**src/rtl/i2c_regmap_pkg.sv**
```systemverilog
package i2c_regmap_pkg;
  localparam int unsigned BYTE_W = 8;
  localparam int unsigned PTR_W  = 7;

  typedef enum logic [2:0] {
    ST_IDLE,
    ST_RX,
    ST_ACK,
    ST_TX,
    ST_TX_ACK,
    ST_IGNORE
  } tgt_state_e;

  typedef enum logic [1:0] {
    RX_ADDR,
    RX_PTR,
    RX_DATA
  } rx_kind_e;
endpackage

```
**src/rtl/i2c_bus_sync.sv**
```systemverilog
module i2c_bus_sync #(
  parameter int unsigned STAGES = 2
) (
  input  logic clk_i,
  input  logic rst_ni,
  input  logic scl_i,
  input  logic sda_i,
  output logic scl_o,
  output logic sda_o,
  output logic scl_rise_o,
  output logic scl_fall_o,
  output logic start_o,
  output logic stop_o
);
  logic [STAGES-1:0] scl_q, sda_q;
  logic              scl_d, sda_d;

  // idle bus is high, so reset the chain high
  always_ff @(posedge clk_i or negedge rst_ni) begin
    if (!rst_ni) begin
      scl_q <= '1;
      sda_q <= '1;
      scl_d <= 1'b1;
      sda_d <= 1'b1;
    end else begin
      scl_q <= {scl_q[STAGES-2:0], scl_i};
      sda_q <= {sda_q[STAGES-2:0], sda_i};
      scl_d <= scl_o;
      sda_d <= sda_o;
    end
  end

  assign scl_o      = scl_q[STAGES-1];
  assign sda_o      = sda_q[STAGES-1];
  assign scl_rise_o = scl_o & ~scl_d;
  assign scl_fall_o = ~scl_o & scl_d;
  assign start_o    = scl_o & scl_d & sda_d & ~sda_o;
  assign stop_o     = scl_o & scl_d & ~sda_d & sda_o;
endmodule

```
**src/rtl/i2c_reg_array.sv**
```systemverilog
module i2c_reg_array #(
  parameter int unsigned DEPTH = 128,
  parameter int unsigned DW    = 8,
  localparam int unsigned AW   = $clog2(DEPTH)
) (
  input  logic          clk_i,
  input  logic          rst_ni,
  input  logic          we_i,
  input  logic [AW-1:0] waddr_i,
  input  logic [DW-1:0] wdata_i,
  input  logic [AW-1:0] raddr_i,
  output logic [DW-1:0] rdata_o
);
  logic [DW-1:0] mem [DEPTH];

  for (genvar g = 0; g < DEPTH; g++) begin : g_reg
    always_ff @(posedge clk_i or negedge rst_ni) begin
      if (!rst_ni)                              mem[g] <= '0;
      else if (we_i && waddr_i == AW'(g))       mem[g] <= wdata_i;
    end
  end

  assign rdata_o = mem[raddr_i];
endmodule

```
**src/rtl/i2c_target_fsm.sv**
```systemverilog
module i2c_target_fsm
  import i2c_regmap_pkg::*;
#(
  parameter logic [5:0] ADDR_HIGH = 6'b100111
) (
  input  logic              clk_i,
  input  logic              rst_ni,
  input  logic              scl_s_i,
  input  logic              sda_s_i,
  input  logic              scl_rise_i,
  input  logic              scl_fall_i,
  input  logic              start_i,
  input  logic              stop_i,
  input  logic              ad0_i,
  output logic              sda_oe_o,
  output logic              reg_we_o,
  output logic [PTR_W-1:0]  reg_waddr_o,
  output logic [BYTE_W-1:0] reg_wdata_o,
  output logic [PTR_W-1:0]  reg_raddr_o,
  input  logic [BYTE_W-1:0] reg_rdata_i
);
  tgt_state_e        state;
  rx_kind_e          rx_kind;
  logic [2:0]        bit_cnt;
  logic [BYTE_W-1:0] shreg;
  logic              byte_full;
  logic              rd_mode;
  logic              step_en;
  logic [PTR_W-1:0]  ptr;
  logic              ctrl_ack;

  assign reg_we_o    = (state == ST_RX) && (rx_kind == RX_DATA) && byte_full && scl_fall_i;
  assign reg_waddr_o = ptr;
  assign reg_wdata_o = shreg;
  assign reg_raddr_o = ptr;

  always_ff @(posedge clk_i or negedge rst_ni) begin
    if (!rst_ni) begin
      state     <= ST_IDLE;
      rx_kind   <= RX_ADDR;
      bit_cnt   <= '0;
      shreg     <= '0;
      byte_full <= 1'b0;
      rd_mode   <= 1'b0;
      step_en   <= 1'b0;
      ptr       <= '0;
      ctrl_ack  <= 1'b0;
      sda_oe_o  <= 1'b0;
    end else if (start_i) begin
      state     <= ST_RX;
      rx_kind   <= RX_ADDR;
      bit_cnt   <= '0;
      byte_full <= 1'b0;
      sda_oe_o  <= 1'b0;
    end else if (stop_i) begin
      state     <= ST_IDLE;
      byte_full <= 1'b0;
      sda_oe_o  <= 1'b0;
    end else begin
      unique case (state)
        ST_RX: begin
          if (scl_rise_i && !byte_full) begin
            shreg <= {shreg[BYTE_W-2:0], sda_s_i};
            if (bit_cnt == 3'd7) byte_full <= 1'b1;
            else                 bit_cnt   <= bit_cnt + 3'd1;
          end else if (scl_fall_i && byte_full) begin
            byte_full <= 1'b0;
            bit_cnt   <= '0;
            unique case (rx_kind)
              RX_ADDR: begin
                if (shreg[7:1] == {ADDR_HIGH, ad0_i}) begin
                  state    <= ST_ACK;
                  sda_oe_o <= 1'b1;
                  rd_mode  <= shreg[0];
                end else begin
                  state <= ST_IGNORE;
                end
              end
              RX_PTR: begin
                step_en  <= shreg[7];
                ptr      <= shreg[PTR_W-1:0];
                state    <= ST_ACK;
                sda_oe_o <= 1'b1;
              end
              default: begin
                if (step_en) ptr <= ptr + 1'b1;
                state    <= ST_ACK;
                sda_oe_o <= 1'b1;
              end
            endcase
          end
        end
        ST_ACK: begin
          if (scl_fall_i) begin
            bit_cnt <= '0;
            if (rd_mode) begin
              state    <= ST_TX;
              shreg    <= reg_rdata_i;
              sda_oe_o <= ~reg_rdata_i[7];
              if (step_en) ptr <= ptr + 1'b1;
            end else begin
              state    <= ST_RX;
              sda_oe_o <= 1'b0;
              rx_kind  <= (rx_kind == RX_ADDR) ? RX_PTR : RX_DATA;
            end
          end
        end
        ST_TX: begin
          if (scl_fall_i) begin
            if (bit_cnt == 3'd7) begin
              bit_cnt  <= '0;
              state    <= ST_TX_ACK;
              sda_oe_o <= 1'b0;
            end else begin
              bit_cnt  <= bit_cnt + 3'd1;
              shreg    <= {shreg[BYTE_W-2:0], 1'b0};
              sda_oe_o <= ~shreg[6];
            end
          end
        end
        ST_TX_ACK: begin
          if (scl_rise_i) ctrl_ack <= ~sda_s_i;
          else if (scl_fall_i) begin
            if (ctrl_ack) begin
              state    <= ST_TX;
              shreg    <= reg_rdata_i;
              sda_oe_o <= ~reg_rdata_i[7];
              if (step_en) ptr <= ptr + 1'b1;
            end else begin
              state    <= ST_IGNORE;
              sda_oe_o <= 1'b0;
            end
          end
        end
        default: ;
      endcase
    end
  end

  AST_OE_MOVES_SCL_LOW: assert property (@(posedge clk_i) disable iff (!rst_ni)
    (sda_oe_o != $past(sda_oe_o)) |-> (!$past(scl_s_i) || $past(start_i) || $past(stop_i)));
  AST_START_REARMS: assert property (@(posedge clk_i) disable iff (!rst_ni)
    start_i |=> (state == ST_RX && rx_kind == RX_ADDR && !sda_oe_o));
  AST_ACK_HELD: assert property (@(posedge clk_i) disable iff (!rst_ni)
    (state == ST_ACK) |-> sda_oe_o);
  AST_IGNORE_RELEASED: assert property (@(posedge clk_i) disable iff (!rst_ni)
    (state == ST_IGNORE || state == ST_IDLE) |-> !sda_oe_o);
  AST_WRITE_NOT_IN_READ: assert property (@(posedge clk_i) disable iff (!rst_ni)
    reg_we_o |-> !rd_mode);
  AST_PTR_STEP: assert property (@(posedge clk_i) disable iff (!rst_ni)
    (reg_we_o && step_en) |=> (ptr == PTR_W'($past(ptr) + 1'b1)));
  AST_PTR_HOLD: assert property (@(posedge clk_i) disable iff (!rst_ni)
    (reg_we_o && !step_en) |=> $stable(ptr));
endmodule

```
**src/rtl/i2c_regmap_target.sv**
```systemverilog
module i2c_regmap_target
  import i2c_regmap_pkg::*;
#(
  parameter logic [5:0]  ADDR_HIGH   = 6'b100111,
  parameter int unsigned SYNC_STAGES = 2,
  parameter int unsigned REG_DEPTH   = 128
) (
  input  logic clk_i,
  input  logic rst_ni,
  input  logic scl_i,
  input  logic sda_i,
  input  logic ad0_i,
  output logic sda_oe_o
);
  localparam int unsigned REG_AW = $clog2(REG_DEPTH);

  logic scl_s, sda_s, scl_rise, scl_fall, start_det, stop_det;
  logic              reg_we;
  logic [PTR_W-1:0]  reg_waddr, reg_raddr;
  logic [BYTE_W-1:0] reg_wdata, reg_rdata;

  i2c_bus_sync #(.STAGES(SYNC_STAGES)) u_sync (
    .clk_i      (clk_i),
    .rst_ni     (rst_ni),
    .scl_i      (scl_i),
    .sda_i      (sda_i),
    .scl_o      (scl_s),
    .sda_o      (sda_s),
    .scl_rise_o (scl_rise),
    .scl_fall_o (scl_fall),
    .start_o    (start_det),
    .stop_o     (stop_det)
  );

  i2c_target_fsm #(.ADDR_HIGH(ADDR_HIGH)) u_fsm (
    .clk_i       (clk_i),
    .rst_ni      (rst_ni),
    .scl_s_i     (scl_s),
    .sda_s_i     (sda_s),
    .scl_rise_i  (scl_rise),
    .scl_fall_i  (scl_fall),
    .start_i     (start_det),
    .stop_i      (stop_det),
    .ad0_i       (ad0_i),
    .sda_oe_o    (sda_oe_o),
    .reg_we_o    (reg_we),
    .reg_waddr_o (reg_waddr),
    .reg_wdata_o (reg_wdata),
    .reg_raddr_o (reg_raddr),
    .reg_rdata_i (reg_rdata)
  );

  i2c_reg_array #(.DEPTH(REG_DEPTH), .DW(BYTE_W)) u_regs (
    .clk_i   (clk_i),
    .rst_ni  (rst_ni),
    .we_i    (reg_we),
    .waddr_i (reg_waddr[REG_AW-1:0]),
    .wdata_i (reg_wdata),
    .raddr_i (reg_raddr[REG_AW-1:0]),
    .rdata_o (reg_rdata)
  );
endmodule

```
**config.mk**
```make
export PLATFORM = sky130hd
export DESIGN_NAME = i2c_regmap_target
export DESIGN_NICKNAME = d
export VERILOG_FILES = /design/src/rtl/i2c_regmap_pkg.sv /design/src/rtl/i2c_bus_sync.sv /design/src/rtl/i2c_reg_array.sv /design/src/rtl/i2c_target_fsm.sv /design/src/rtl/i2c_regmap_target.sv
export SDC_FILE = /design/constraint.sdc
export NUM_CORES = 1
export LEC_CHECK = 0
export BUFFER_PORTS_ARGS = -buffer_cell sky130_fd_sc_hd__buf_4
export CORE_ASPECT_RATIO = 1.4
export CORE_UTILIZATION = 50
export DETAILED_ROUTE_END_ITERATION = 16
export PLACE_DENSITY = 0.76
export REMOVE_ABC_BUFFERS = 1
export SYNTH_ARGS = -nofsm -noshare
export SYNTH_HDL_FRONTEND = slang
export SYNTH_SLANG_ARGS = --single-unit
```
**constraint.sdc**
```tcl
create_clock -name clk_i -period 3.5 [get_ports clk_i]
set_input_delay 0.175 -clock clk_i [delete_from_list [all_inputs] [get_ports clk_i]]
set_output_delay 0.175 -clock clk_i [all_outputs]
set_load 0.02 [all_outputs]
```
==> impl_metrics.csv <==
group,metric,value,unit
outcome,status,"finished clean",
finish,multiInputGateArea,22100,um^2
clocking,clk_latency,720,ps
critical_path,worstSetupPathType,"flip-flop to flip-flop",
synthesis,synth.distinct_cells,68,
clocking,cts_buffer_depth,3,
finish,antenna_cells,0,
clocking,cts_max_level,3,
drt,vias,29800,
clocking,clk_pin_slew,70,ps
global_route,met3_usage,5.10,%
clocking,cts_setup_buffers,0,
timing,rsz0062_at_grt,"false",
die,initial_core_util,50.6,%
synthesis,yosysWarnings,0,
timing,slew_violations,0,
clocking,root_buffer,"clkbuf_16",
die,num_rows,136,
synthesis,seq_area_frac_synth,53.2,%
global_route,grt_pass1_vias,31500,
timing,layout_setup_ws,12.9,ps
critical_path,cpMaxStageDelayCell,"a2111oi_0",
synthesis,synth_compound_area_share,3.14,%
global_route,grt.overflow.total,0,
pwr,p_leak,26.7,nW
finish,fillers,7594,
critical_path,cp_cell_sequence,"buf_12 > mux4_2 > a22oi_1 > a21oi_1 > a2111oi_0 > buf_4 > a21oi_1 > a221o_1",
timing,finalSetupViolations,0,
critical_path,cp_slowest_stage_delay,750,ps
global_route,grt_util_met2,44.8,%
critical_path,critPathLaunchType,"flip-flop",
timing,hold_viol,0,
drt,wl_per_cell,28.3,um
synthesis,ys_ff_latch,1058,
synthesis,ys.flop_type,"dfrtp_1",
synthesis,syn_inst,3303,
timing,slew_headroom,14.1,%
critical_path,reg2reg_depth,8,
placed_design,hpwl,88300,um
clocking,cts_buffers,98,
finish,area_growth,11.6,%
global_route,grt_pass1_wl,204000,um
critical_path,cp_max_fo,29,
placed_design,gp_congestion,0.981,
finish,layout.nets,3370,
timing,finalCritPeriodShare,99.6,%
synthesis,synth_edf_count,0,
synthesis,synth-adder-area-share,0.151,%
drt,drt_first_pass_iters,5,
global_route,grt_max_degree,164,
critical_path,cp-end-kind,"flip-flop",
critical_path,rr_endpoint,"u_fsm.reg_wdata_o[6]",
drt,routed_wl,134000,um
flow_run,max_cap_viol_count,0,
global_route,track_usage,27.3,%
drt,drc,0,
die,io_pins,6,
timing,worstMarginPinSlew,1290,ps
die,core_area,98500,um^2
timing,clock.fmax,287,MHz
global_route,gr-usage-met1,33.2,%
synthesis,synthArstFlopShare,100,%
die,die_w,269,um
critical_path,rr_startpoint,"u_fsm.reg_raddr_o[1]",
pwr,power.density,570,nW/um^2
timing,finalCriticalPeriod,3490,ps
drt,drt-initial-drc-count,2472,
clocking,cts_tree,"yes",
pwr,totalPowerFinal,31.7,mW
synthesis,yosys-mux-area-fraction,36.2,%
drt,viasPerCell,6.28,
placed_design,place_inst,4566,
critical_path,cpMostUsedCell,"a21oi_1",
placed_design,port_buffers,5,
synthesis,avgSynthCellArea,15.1,um^2
die,die_h,375,um
finish,regArea,26500,um^2
clocking,numClockSinks,1058,
synthesis,synth_xor_area_share,0.0352,%
global_route,antenna_found_initial,1,
finish,fin_cells,4746,
synthesis,synth_top_family_by_area,"multiplexers",
timing,skew,34.3,ps
synthesis,syn_area,49800,um^2
finish,layout-drive-gt1-share,50.8,%
synthesis,yosys.area_share.simple,4.81,%
die,die_area,101000,um^2
critical_path,cp.required,4100,ps
worst_hold_path,min_path_type,"input pin to async pin",
placed_design,dp_slack,-14.2,ps
pwr,ir_worst_vdd,0.000634,V
drt,antenna_left,0,
global_route,top_usage_layer,"met2",
critical_path,arrival,4090,ps
critical_path,r2r_slack,10,ps
## per-layer routing
| layer | vias to the layer above | wire length, um |
|---|---|---|
| li1 | 12400 | - |
| met5 | - | 11 |
| met4 | 2 | 9000 |
| met3 | 376 | 8250 |
| met1 | 15900 | 50400 |
| met2 | 1108 | 66500 |
## logic make-up after synthesis
| kind of cell | Yosys count |
|---|---|
| xor+xnor | 2 |
| flops | 1058 |
| simple gates | 367 |
| buf+inv | 265 |
| mux | 1383 |
| compound gates | 222 |
| fa+ha+maj | 6 |
## metrics by stage
stage	util, %	area, um^2	hold WS, ps	setup TNS (ps)
2_1_floorplan	-	48600	-121	-7218040
3_3_place_gp	53.0	52200	105	-40.8
3_5_place_dp	53.0	52200	104	-14.2
4_1_cts	56.4	55600	85.8	0
5_1_grt	56.4	55600	133	0
6_report	56.4	55600	123	0
## final cells by class
class,instances,area share (%)
Sequential cell,1058,47.7
Timing Repair Buffer,209,3.48
Inverter,12,0.0811
Tap cell,1311,2.95
Multi-Input combinational cell,1980,39.8
Clock buffer,142,5.24
Clock inverter,34,0.725
## worst max-delay path, delay by kind of cell, from the launching register on
kind	cells	cell delay, ps
AO/OA/AOI/OAI	5	1780
multiplexers	1	360
buffers and inverters	2	520
flip-flops	1	680
## state kept, by name, summed over array words and instances, names as in the netlist
signal and cells:
u_sync.sda_q 2, u_fsm.rx_kind 2, u_fsm.state 3, u_fsm.bit_cnt 3, u_fsm.reg_wdata_o 8, u_fsm.step_en 1, u_fsm.ctrl_ack 1, u_regs.mem 1024
u_fsm.rd_mode 1, u_sync.sda_d 1, u_fsm.reg_raddr_o 7, u_fsm.sda_oe_o 1, u_fsm.byte_full 1, u_sync.scl_q 2, u_sync.scl_d 1
## power by group
part	internal, mW	total [mW]	switching [mW]	leakage (nW)
Combinational	2.34	7.52	5.17	10.4
Sequential	12.4	13.0	0.677	14.7
Clock	6.29	11.1	4.80	1.63
## how the worst max path moves through the flow
stage,start,cells after the start,endpoint
floorplan,u_fsm.reg_raddr_o[1],5,u_regs.mem[25]
global placement,u_fsm.reg_raddr_o[3],7,u_fsm.reg_wdata_o[0]
detailed placement,u_fsm.reg_raddr_o[3],7,u_fsm.reg_wdata_o[0]
CTS,u_fsm.reg_raddr_o[3],7,u_fsm.reg_wdata_o[0]
global route,u_fsm.reg_raddr_o[0],7,u_fsm.reg_wdata_o[6]
finish,u_fsm.reg_raddr_o[1],8,u_fsm.reg_wdata_o[6]
## synthesized netlist by cell type (30+ instances only)
cell	n	area share [%]
mux2_4	32	0.96
buf_2	45	0.45
nor2_8	30	1.2
a21oi_1	33	0.33
mux2i_1	120	2.4
nor2_1	47	0.35
dfrtp_1	1052	53
nand2_1	112	0.84
mux2_2	1003	23
clkbuf_1	164	1.2
mux4_2	222	10
buf_4	33	0.50
a22oi_1	42	0.63
## placed cells by master, fill, tap and decap left out, drive strengths merged, types with 8 or more instances in the layout
cell and instances:
o31ai 10, nand2 132, mux2i 120, buf 206, mux4 222, a21oi 33
a211oi 11, clkbuf 142, o221ai 9, and3 8, o22ai 18, nand3 22
clkinv 19, nand2b 16, nor3 32, o22a 13, nand4 8, a22oi 42
dfrtp 1052, a31oi 9, inv 15, o21ai 29, mux2 1041, nor2b 11
and2 17, nor2 97
## timing repair
item	4_1_cts	5_1_grt
hold endpoints to repair	639	0
endpoints found under the setup margin	1	1
hold buffers	4	0
gates resized for setup	1	1
(Power assumes the default switching activity.)
